## src/rtl/kwdt_pkg.sv

```systemverilog
// Shared constants for the keyed watchdog: register addresses and service keys.
package kwdt_pkg;
    localparam logic [1:0]  A_CTRL = 2'd0;
    localparam logic [1:0]  A_SVC  = 2'd1;
    localparam logic [1:0]  A_INT  = 2'd2;
    localparam logic [1:0]  A_MISC = 2'd3;
    localparam logic [15:0] KEY_A  = 16'h5555;
    localparam logic [15:0] KEY_B  = 16'hAAAA;
    typedef enum logic { KC_IDLE, KC_ARMED } kc_state_e;
endpackage

```

## src/rtl/kwdt_tick.sv

```systemverilog
// Free-running prescaler that emits a one-clock tick every DIV clocks.
// Assumes DIV >= 2.
module kwdt_tick #(
    parameter int DIV = 16384
) (
    input  logic clk,
    input  logic rst_n,
    output logic tick
);
    localparam int PW = $clog2(DIV);
    localparam logic [PW-1:0] LAST = PW'(DIV - 1);

    logic [PW-1:0] ps_q;

    assign tick = (ps_q == LAST);

    // Count clocks, wrapping to zero on the tick.
    always_ff @(posedge clk) begin
        if (!rst_n)    ps_q <= '0;
        else if (tick) ps_q <= '0;
        else           ps_q <= ps_q + 1'b1;
    end
endmodule

```

## src/rtl/kwdt_keys.sv

```systemverilog
// Service key checker. A second key that follows a first key produces a
// grant pulse. Any other write drops the checker back to idle.
// Assumes svc_wr is a one-clock strobe for a write to the service register.
module kwdt_keys
    import kwdt_pkg::*;
(
    input  logic        clk,
    input  logic        rst_n,
    input  logic        svc_wr,
    input  logic [15:0] data,
    output logic        grant
);
    kc_state_e st_q;

    assign grant = svc_wr && (data == KEY_B) && (st_q == KC_ARMED);

    // Arm on the first key. Any other write returns to idle.
    always_ff @(posedge clk) begin
        if (!rst_n)      st_q <= KC_IDLE;
        else if (svc_wr) st_q <= (data == KEY_A) ? KC_ARMED : KC_IDLE;
    end

    assert_key_disarm_R4: assert property (@(posedge clk) disable iff (!rst_n)
        (svc_wr && data != KEY_A) |=> (st_q == KC_IDLE));
endmodule

```

## src/rtl/kwdt_count.sv

```systemverilog
// Main timeout down-counter in half-second ticks. load sets it to
// load_val+1. It then counts down while en is set, stops at zero and
// flags the pre-timeout hit and the expiry.
// Assumes load is only asserted together with or after en.
module kwdt_count #(
    parameter int TW = 8
) (
    input  logic          clk,
    input  logic          rst_n,
    input  logic          tick,
    input  logic          en,
    input  logic          load,
    input  logic [TW-1:0] load_val,
    input  logic [TW-1:0] pre,
    output logic          expire,
    output logic          pre_hit
);
    localparam int CW = TW + 1;

    logic [CW-1:0] cnt_q;
    logic          dec;

    assign dec     = en && tick && (cnt_q != '0) && !load;
    assign expire  = dec && (cnt_q == CW'(1));
    assign pre_hit = dec && ((cnt_q - 1'b1) == {1'b0, pre});

    // Reload has priority over the tick decrement.
    always_ff @(posedge clk) begin
        if (!rst_n)   cnt_q <= '0;
        else if (load) cnt_q <= {1'b0, load_val} + 1'b1;
        else if (dec)  cnt_q <= cnt_q - 1'b1;
    end

    assert_idle_R2: assert property (@(posedge clk) disable iff (!rst_n)
        !en |-> (cnt_q == '0));
endmodule

```

## src/rtl/kwdt_pdog.sv

```systemverilog
// Power-down watchdog: a fixed count of ticks that starts from reset and
// pulses expire when it runs out, unless run has been cleared first.
module kwdt_pdog #(
    parameter int PD_TICKS = 32
) (
    input  logic clk,
    input  logic rst_n,
    input  logic tick,
    input  logic run,
    output logic expire
);
    localparam int LW = $clog2(PD_TICKS + 1);

    logic [LW-1:0] left_q;

    assign expire = run && tick && (left_q == LW'(1));

    // Count down on each tick while running, and hold at zero.
    always_ff @(posedge clk) begin
        if (!rst_n)                            left_q <= LW'(PD_TICKS);
        else if (run && tick && left_q != '0) left_q <= left_q - 1'b1;
    end

    assert_pd_hold_R8: assert property (@(posedge clk) disable iff (!rst_n)
        !run |=> $stable(left_q));
endmodule

```

## src/rtl/kwdt_top.sv

```systemverilog
// Keyed-service watchdog. Holds the register file, the sticky run,
// reset and interrupt bits, and connects the prescaler, the key checker,
// the main counter and the power-down counter.
// Assumes clk is the slow clock, and that TICK_DIV clocks make half a second.
module kwdt_top
    import kwdt_pkg::*;
#(
    parameter int TICK_DIV = 16384,
    parameter int PD_TICKS = 32
) (
    input  logic        clk,
    input  logic        rst_n,
    input  logic        wr_en,
    input  logic [1:0]  addr,
    input  logic [15:0] wdata,
    output logic [15:0] rdata,
    output logic        ext_rst_o,
    output logic        rst_req_o,
    output logic        irq_o
);
    localparam int TW = 8;

    logic          en_q, ext_sel_q, ien_q, ist_q, pd_en_q, ext_q, req_q;
    logic [TW-1:0] wt_q, icnt_q;
    logic          ctrl_we, svc_we, int_we, misc_we;
    logic          tick, grant, load, wd_exp, pre_hit, pd_exp;
    logic [TW-1:0] load_val;

    assign ctrl_we = wr_en && (addr == A_CTRL);
    assign svc_we  = wr_en && (addr == A_SVC);
    assign int_we  = wr_en && (addr == A_INT);
    assign misc_we = wr_en && (addr == A_MISC);

    assign load     = (ctrl_we && !en_q && wdata[0]) || (grant && en_q);
    assign load_val = ctrl_we ? wdata[15:8] : wt_q;

    kwdt_tick #(.DIV(TICK_DIV)) u_tick (.clk(clk), .rst_n(rst_n), .tick(tick));

    kwdt_keys u_keys (.clk(clk), .rst_n(rst_n), .svc_wr(svc_we),
                      .data(wdata), .grant(grant));

    kwdt_count #(.TW(TW)) u_count (
        .clk(clk), .rst_n(rst_n), .tick(tick), .en(en_q), .load(load),
        .load_val(load_val), .pre(icnt_q), .expire(wd_exp), .pre_hit(pre_hit));

    kwdt_pdog #(.PD_TICKS(PD_TICKS)) u_pdog (
        .clk(clk), .rst_n(rst_n), .tick(tick), .run(pd_en_q), .expire(pd_exp));

    // Control register: the run bit can only be set, the other fields are plain.
    always_ff @(posedge clk) begin
        if (!rst_n) begin
            en_q <= 1'b0; ext_sel_q <= 1'b0; wt_q <= '0;
        end else if (ctrl_we) begin
            en_q      <= en_q | wdata[0];
            ext_sel_q <= wdata[1];
            wt_q      <= wdata[15:8];
        end
    end

    // Interrupt control: the status bit is set by the pre-timeout hit and
    // cleared by writing 1.
    always_ff @(posedge clk) begin
        if (!rst_n) begin
            ien_q <= 1'b0; ist_q <= 1'b0; icnt_q <= '0;
        end else begin
            if (int_we) begin
                ien_q  <= wdata[15];
                icnt_q <= wdata[7:0];
            end
            if (pre_hit && ien_q)          ist_q <= 1'b1;
            else if (int_we && wdata[14])  ist_q <= 1'b0;
        end
    end

    // Power-down enable: software can clear it but cannot set it again.
    always_ff @(posedge clk) begin
        if (!rst_n)                    pd_en_q <= 1'b1;
        else if (misc_we && !wdata[0]) pd_en_q <= 1'b0;
    end

    // Sticky reset outputs, sent according to the routing bit.
    always_ff @(posedge clk) begin
        if (!rst_n) begin
            ext_q <= 1'b0; req_q <= 1'b0;
        end else begin
            if (wd_exp && ext_sel_q)              ext_q <= 1'b1;
            if ((wd_exp && !ext_sel_q) || pd_exp) req_q <= 1'b1;
        end
    end

    // Combinational read mux.
    always_comb begin
        unique case (addr)
            A_CTRL:  rdata = {wt_q, 6'b0, ext_sel_q, en_q};
            A_INT:   rdata = {ien_q, ist_q, 6'b0, icnt_q};
            A_MISC:  rdata = {15'b0, pd_en_q};
            default: rdata = 16'h0000;
        endcase
    end

    assign ext_rst_o = ext_q;
    assign rst_req_o = req_q;
    assign irq_o     = ist_q;

    assert_run_sticky_R3: assert property (@(posedge clk) disable iff (!rst_n)
        en_q |=> en_q);
    assert_ext_sticky_R6: assert property (@(posedge clk) disable iff (!rst_n)
        ext_rst_o |=> ext_rst_o);
    assert_req_sticky_R6: assert property (@(posedge clk) disable iff (!rst_n)
        rst_req_o |=> rst_req_o);
    assert_pd_clear_R8: assert property (@(posedge clk) disable iff (!rst_n)
        !pd_en_q |=> !pd_en_q);
    assert_irq_at_expiry_R7: assert property (@(posedge clk) disable iff (!rst_n)
        (wd_exp && ien_q && icnt_q == '0) |=> irq_o);
endmodule

```

## config.mk

```make
export PLATFORM = sky130hd
export DESIGN_NAME = kwdt_top
export DESIGN_NICKNAME = d
export VERILOG_FILES = /design/src/rtl/kwdt_pkg.sv /design/src/rtl/kwdt_tick.sv /design/src/rtl/kwdt_keys.sv /design/src/rtl/kwdt_count.sv /design/src/rtl/kwdt_pdog.sv /design/src/rtl/kwdt_top.sv
export SDC_FILE = /design/constraint.sdc
export NUM_CORES = 1
export LEC_CHECK = 0
export CAP_MARGIN = 20
export CORE_AREA = 3 3 80 82
export CTS_CLUSTER_SIZE = 14
export DETAILED_ROUTE_END_ITERATION = 10
export DIE_AREA = 0 0 83 85
export PLACE_DENSITY_LB_ADDON = 0.08
export SLEW_MARGIN = 20
export SYNTH_ARGS = -nofsm -noshare
export SYNTH_HDL_FRONTEND = slang
export SYNTH_SLANG_ARGS = --single-unit
```

## constraint.sdc

```tcl
create_clock -name clk -period 3.61 [get_ports clk]
set_input_delay 1.083 -clock clk [delete_from_list [all_inputs] [get_ports clk]]
set_output_delay 1.083 -clock clk [all_outputs]
set_load 0.01 [all_outputs]
```

==> reports/metrics.yaml <==
cts_htree_levels: 2
fp.dieArea_mm2: 0.00706
wl_met3_um: 264
max_freq_mhz: 282
relSlewSlack_pct: 61.2
syn_area_mm2: 0.00310
critPathKind: "primary input to output port"
drt_iter0_drc: 104
cts_tree: "yes"
arrival_ns: 2.46
root_buffer: "clkbuf_8"
dr.pass1.iters: 4
ys_warn_count: 0
multi_input_area_mm2: 0.00191
top_layer: "met4"
drcViolationCount: 0
grt_max_degree: 21
ir_drop_mv: 0.183
worst_slew_pin_slew_ns: 0.581
wl_met1_um: 3690
cp_slowest_cell: "clkdlybuf4s50_1"
final_cell_mix: "53 x dfxtp_1, 33 x nand2_1, 30 x nor2_1, 26 x and2_1"
hold_path_class: "register to register"
clk_latency_ns: 0.31
cp_num_buf_inv: 4
post-route-period-util_pct: 98.1
critPathMaxStageDelay_ns: 0.55
dp_hpwl_um: 5640
final_net_count: 448
postCtsSetupRepairBufs: 0
wl_per_cell_um: 14.6
synth-edff-count: 0
yosysUniqueCellTypes: 48
maxCapViolations: 0
numCtsBuffers: 5
ys_seq_area_share_pct: 34.2
crit_family: "buffers and inverters"
start_util_pct: 53.3
layout_commonest_cell: "dfxtp_1"
required_ns: 2.53
dp_cells: 487
cts_resized: 15
num_vias: 2723
netlist_instances: 377
regArea_mm2: 0.00106
fill_cells: 534
fin_cells: 495
setup_tns_ns: 0
path_max_fanout: 7
rsz0062_at_grt: "no"
p_per_area_mw_per_mm2: 322
drive_gt1_share_pct: 7.14
holdBufCountCts: 0
gp_congestion: 0.848
avgSynthCellArea_um2: 8.22
met2_length_um: 3210
ys_ff_latch: 53
wirelength_um: 7250
status: "complete, no violations"
pin_count: 40
postSynthNetCount: 406
synthArstFlopShare_pct: 0
antennaDiodeCount: 0
clock_path_buffers: 2
hold_violations: 0
antenna_found_initial: 0
port_buffers: 39
post-place-ws_ns: -0.0934
min_period_ns: 3.54
clk_pin_slew_ns: 0.11
start_kind: "primary input"
gr-usage-all-layers_pct: 21.5
skew_ns: 0.00675
drt-vias-per-instance: 5.50
slew_violations: 0
core_area_mm2: 0.00582
grt-ovfl-total: 0
grt_pass1_vias: 2689
grt_pass1_wl_um: 12600
setup_slack_ns: 0.0677
synth-main-ff-cell: "dfxtp_1"
die_x_um: 83
setup_viol: 0
endpoint_kind: "output port"
ant_nets: 0
rows: 28
p_leak_uw: 0.00155
numClockSinks: 53
die_h_um: 85
syn2layout_area_growth_pct: 20.0
cp_cell_sequence: "clkdlybuf4s50_1 -> buf_4 -> buf_4 -> nor2_1 -> clkdlybuf4s50_1"
## through the flow
stage | hold WS, ns | total power (µW) | cell area, µm² | util [%]
3_5_place_dp | 0.452 | 785 | 3610 | 62.1
6_report | 0.473 | 1200 | 3720 | 63.9
3_3_place_gp | 0.443 | 783 | 3610 | 62.1
4_1_cts | 0.479 | 1210 | 3710 | 63.9
2_1_floorplan | 0.430 | 716 | 3100 | -
5_1_grt | 0.508 | 1250 | 3720 | 63.9
## final cells by class
type / instances / share of cell area (%)
clock buffers: 5 / 1.85
clock inverters: 3 / 1.35
inverters: 8 / 0.808
multi-input cells: 296 / 51.5
flip-flops and latches: 53 / 28.5
well taps: 75 / 2.52
repair buffers: 55 / 13.4
## cell usage after synthesis (2+ instances only)
| library cell | number | area share [%] |
|---|---|---|
| dfxtp_1 | 53 | 34 |
| nand2_1 | 33 | 4.0 |
| nor2_1 | 30 | 3.6 |
| and2_1 | 26 | 5.3 |
| xor2_1 | 24 | 6.8 |
| nand3_1 | 23 | 3.7 |
| xnor2_1 | 19 | 5.4 |
| nand4_1 | 15 | 3.0 |
| mux2i_1 | 14 | 4.5 |
| nor2b_1 | 13 | 2.6 |
| clkbuf_1 | 12 | 1.5 |
| o21ai_0 | 12 | 1.9 |
| a21oi_1 | 11 | 1.8 |
| and3_1 | 10 | 2.0 |
| nor3_1 | 10 | 1.6 |
| ha_1 | 8 | 3.2 |
| inv_1 | 8 | 0.97 |
| nor4_1 | 8 | 1.6 |
| a21boi_0 | 7 | 1.7 |
| nor4b_1 | 4 | 1.1 |
| buf_2 | 3 | 0.48 |
| a31oi_1 | 2 | 0.40 |
| and3b_1 | 2 | 0.57 |
| clkbuf_2 | 2 | 0.32 |
| nand3b_1 | 2 | 0.48 |
| nor3b_1 | 2 | 0.48 |
| o31ai_1 | 2 | 0.48 |
| or3_1 | 2 | 0.40 |
## metal layers
layer | vias up | track usage, %
met4 | 0 | 5.35
met5 | - | 0
li1 | 1395 | -
met3 | 8 | 3.69
met1 | 1273 | 30.0
met2 | 47 | 34.7
## final timing paths
| path | startpoint | cells after the start | slack (ns) | endpoint |
|---|---|---|---|---|
| setup reg to reg | u_count.cnt_q[0]$_SDFFE_PN0P_ | 8 | 1.29 | irq_o$_SDFFE_PN0P_ |
| hold / removal | u_tick.ps_q[0]$_SDFF_PP0_ | 1 | 0.47 | u_tick.ps_q[0]$_SDFF_PP0_ |
| hold reg to reg | u_tick.ps_q[0]$_SDFF_PP0_ | 1 | 0.47 | u_tick.ps_q[0]$_SDFF_PP0_ |
| setup / recovery | addr[0] | 5 | 0.07 | rdata[15] |
## where the power goes
part / internal (µW) / leakage, µW / total (µW) / switching, µW
clock network: 213 / 0.0000603 / 426 / 213
registers: 598 / 0.000429 / 615 / 17.3
logic: 77.2 / 0.00106 / 156 / 79.0
## registers in the layout, summed over array words and instances (netlist names)
register	count
u_tick.ps_q	14
pd_en_q	1
icnt_q	8
irq_o	1
u_keys.st_q	1
wt_q	8
u_count.cnt_q	9
ext_sel_q	1
ien_q	1
en_q	1
rst_req_o	1
ext_rst_o	1
u_pdog.left_q	6
## kinds of logic (layout without fill, tap and decap cells)
logic type,Yosys count,after routing,synth area share (%)
simple gates,189,189,33.1
fa+ha+maj,8,8,3.23
mux,15,15,4.89
xor+xnor,43,43,12.2
compound gates,41,41,8.44
buf+inv,28,71,3.96
flops,53,53,34.2
No activity file was read; power rests on OpenSTA's default activity.
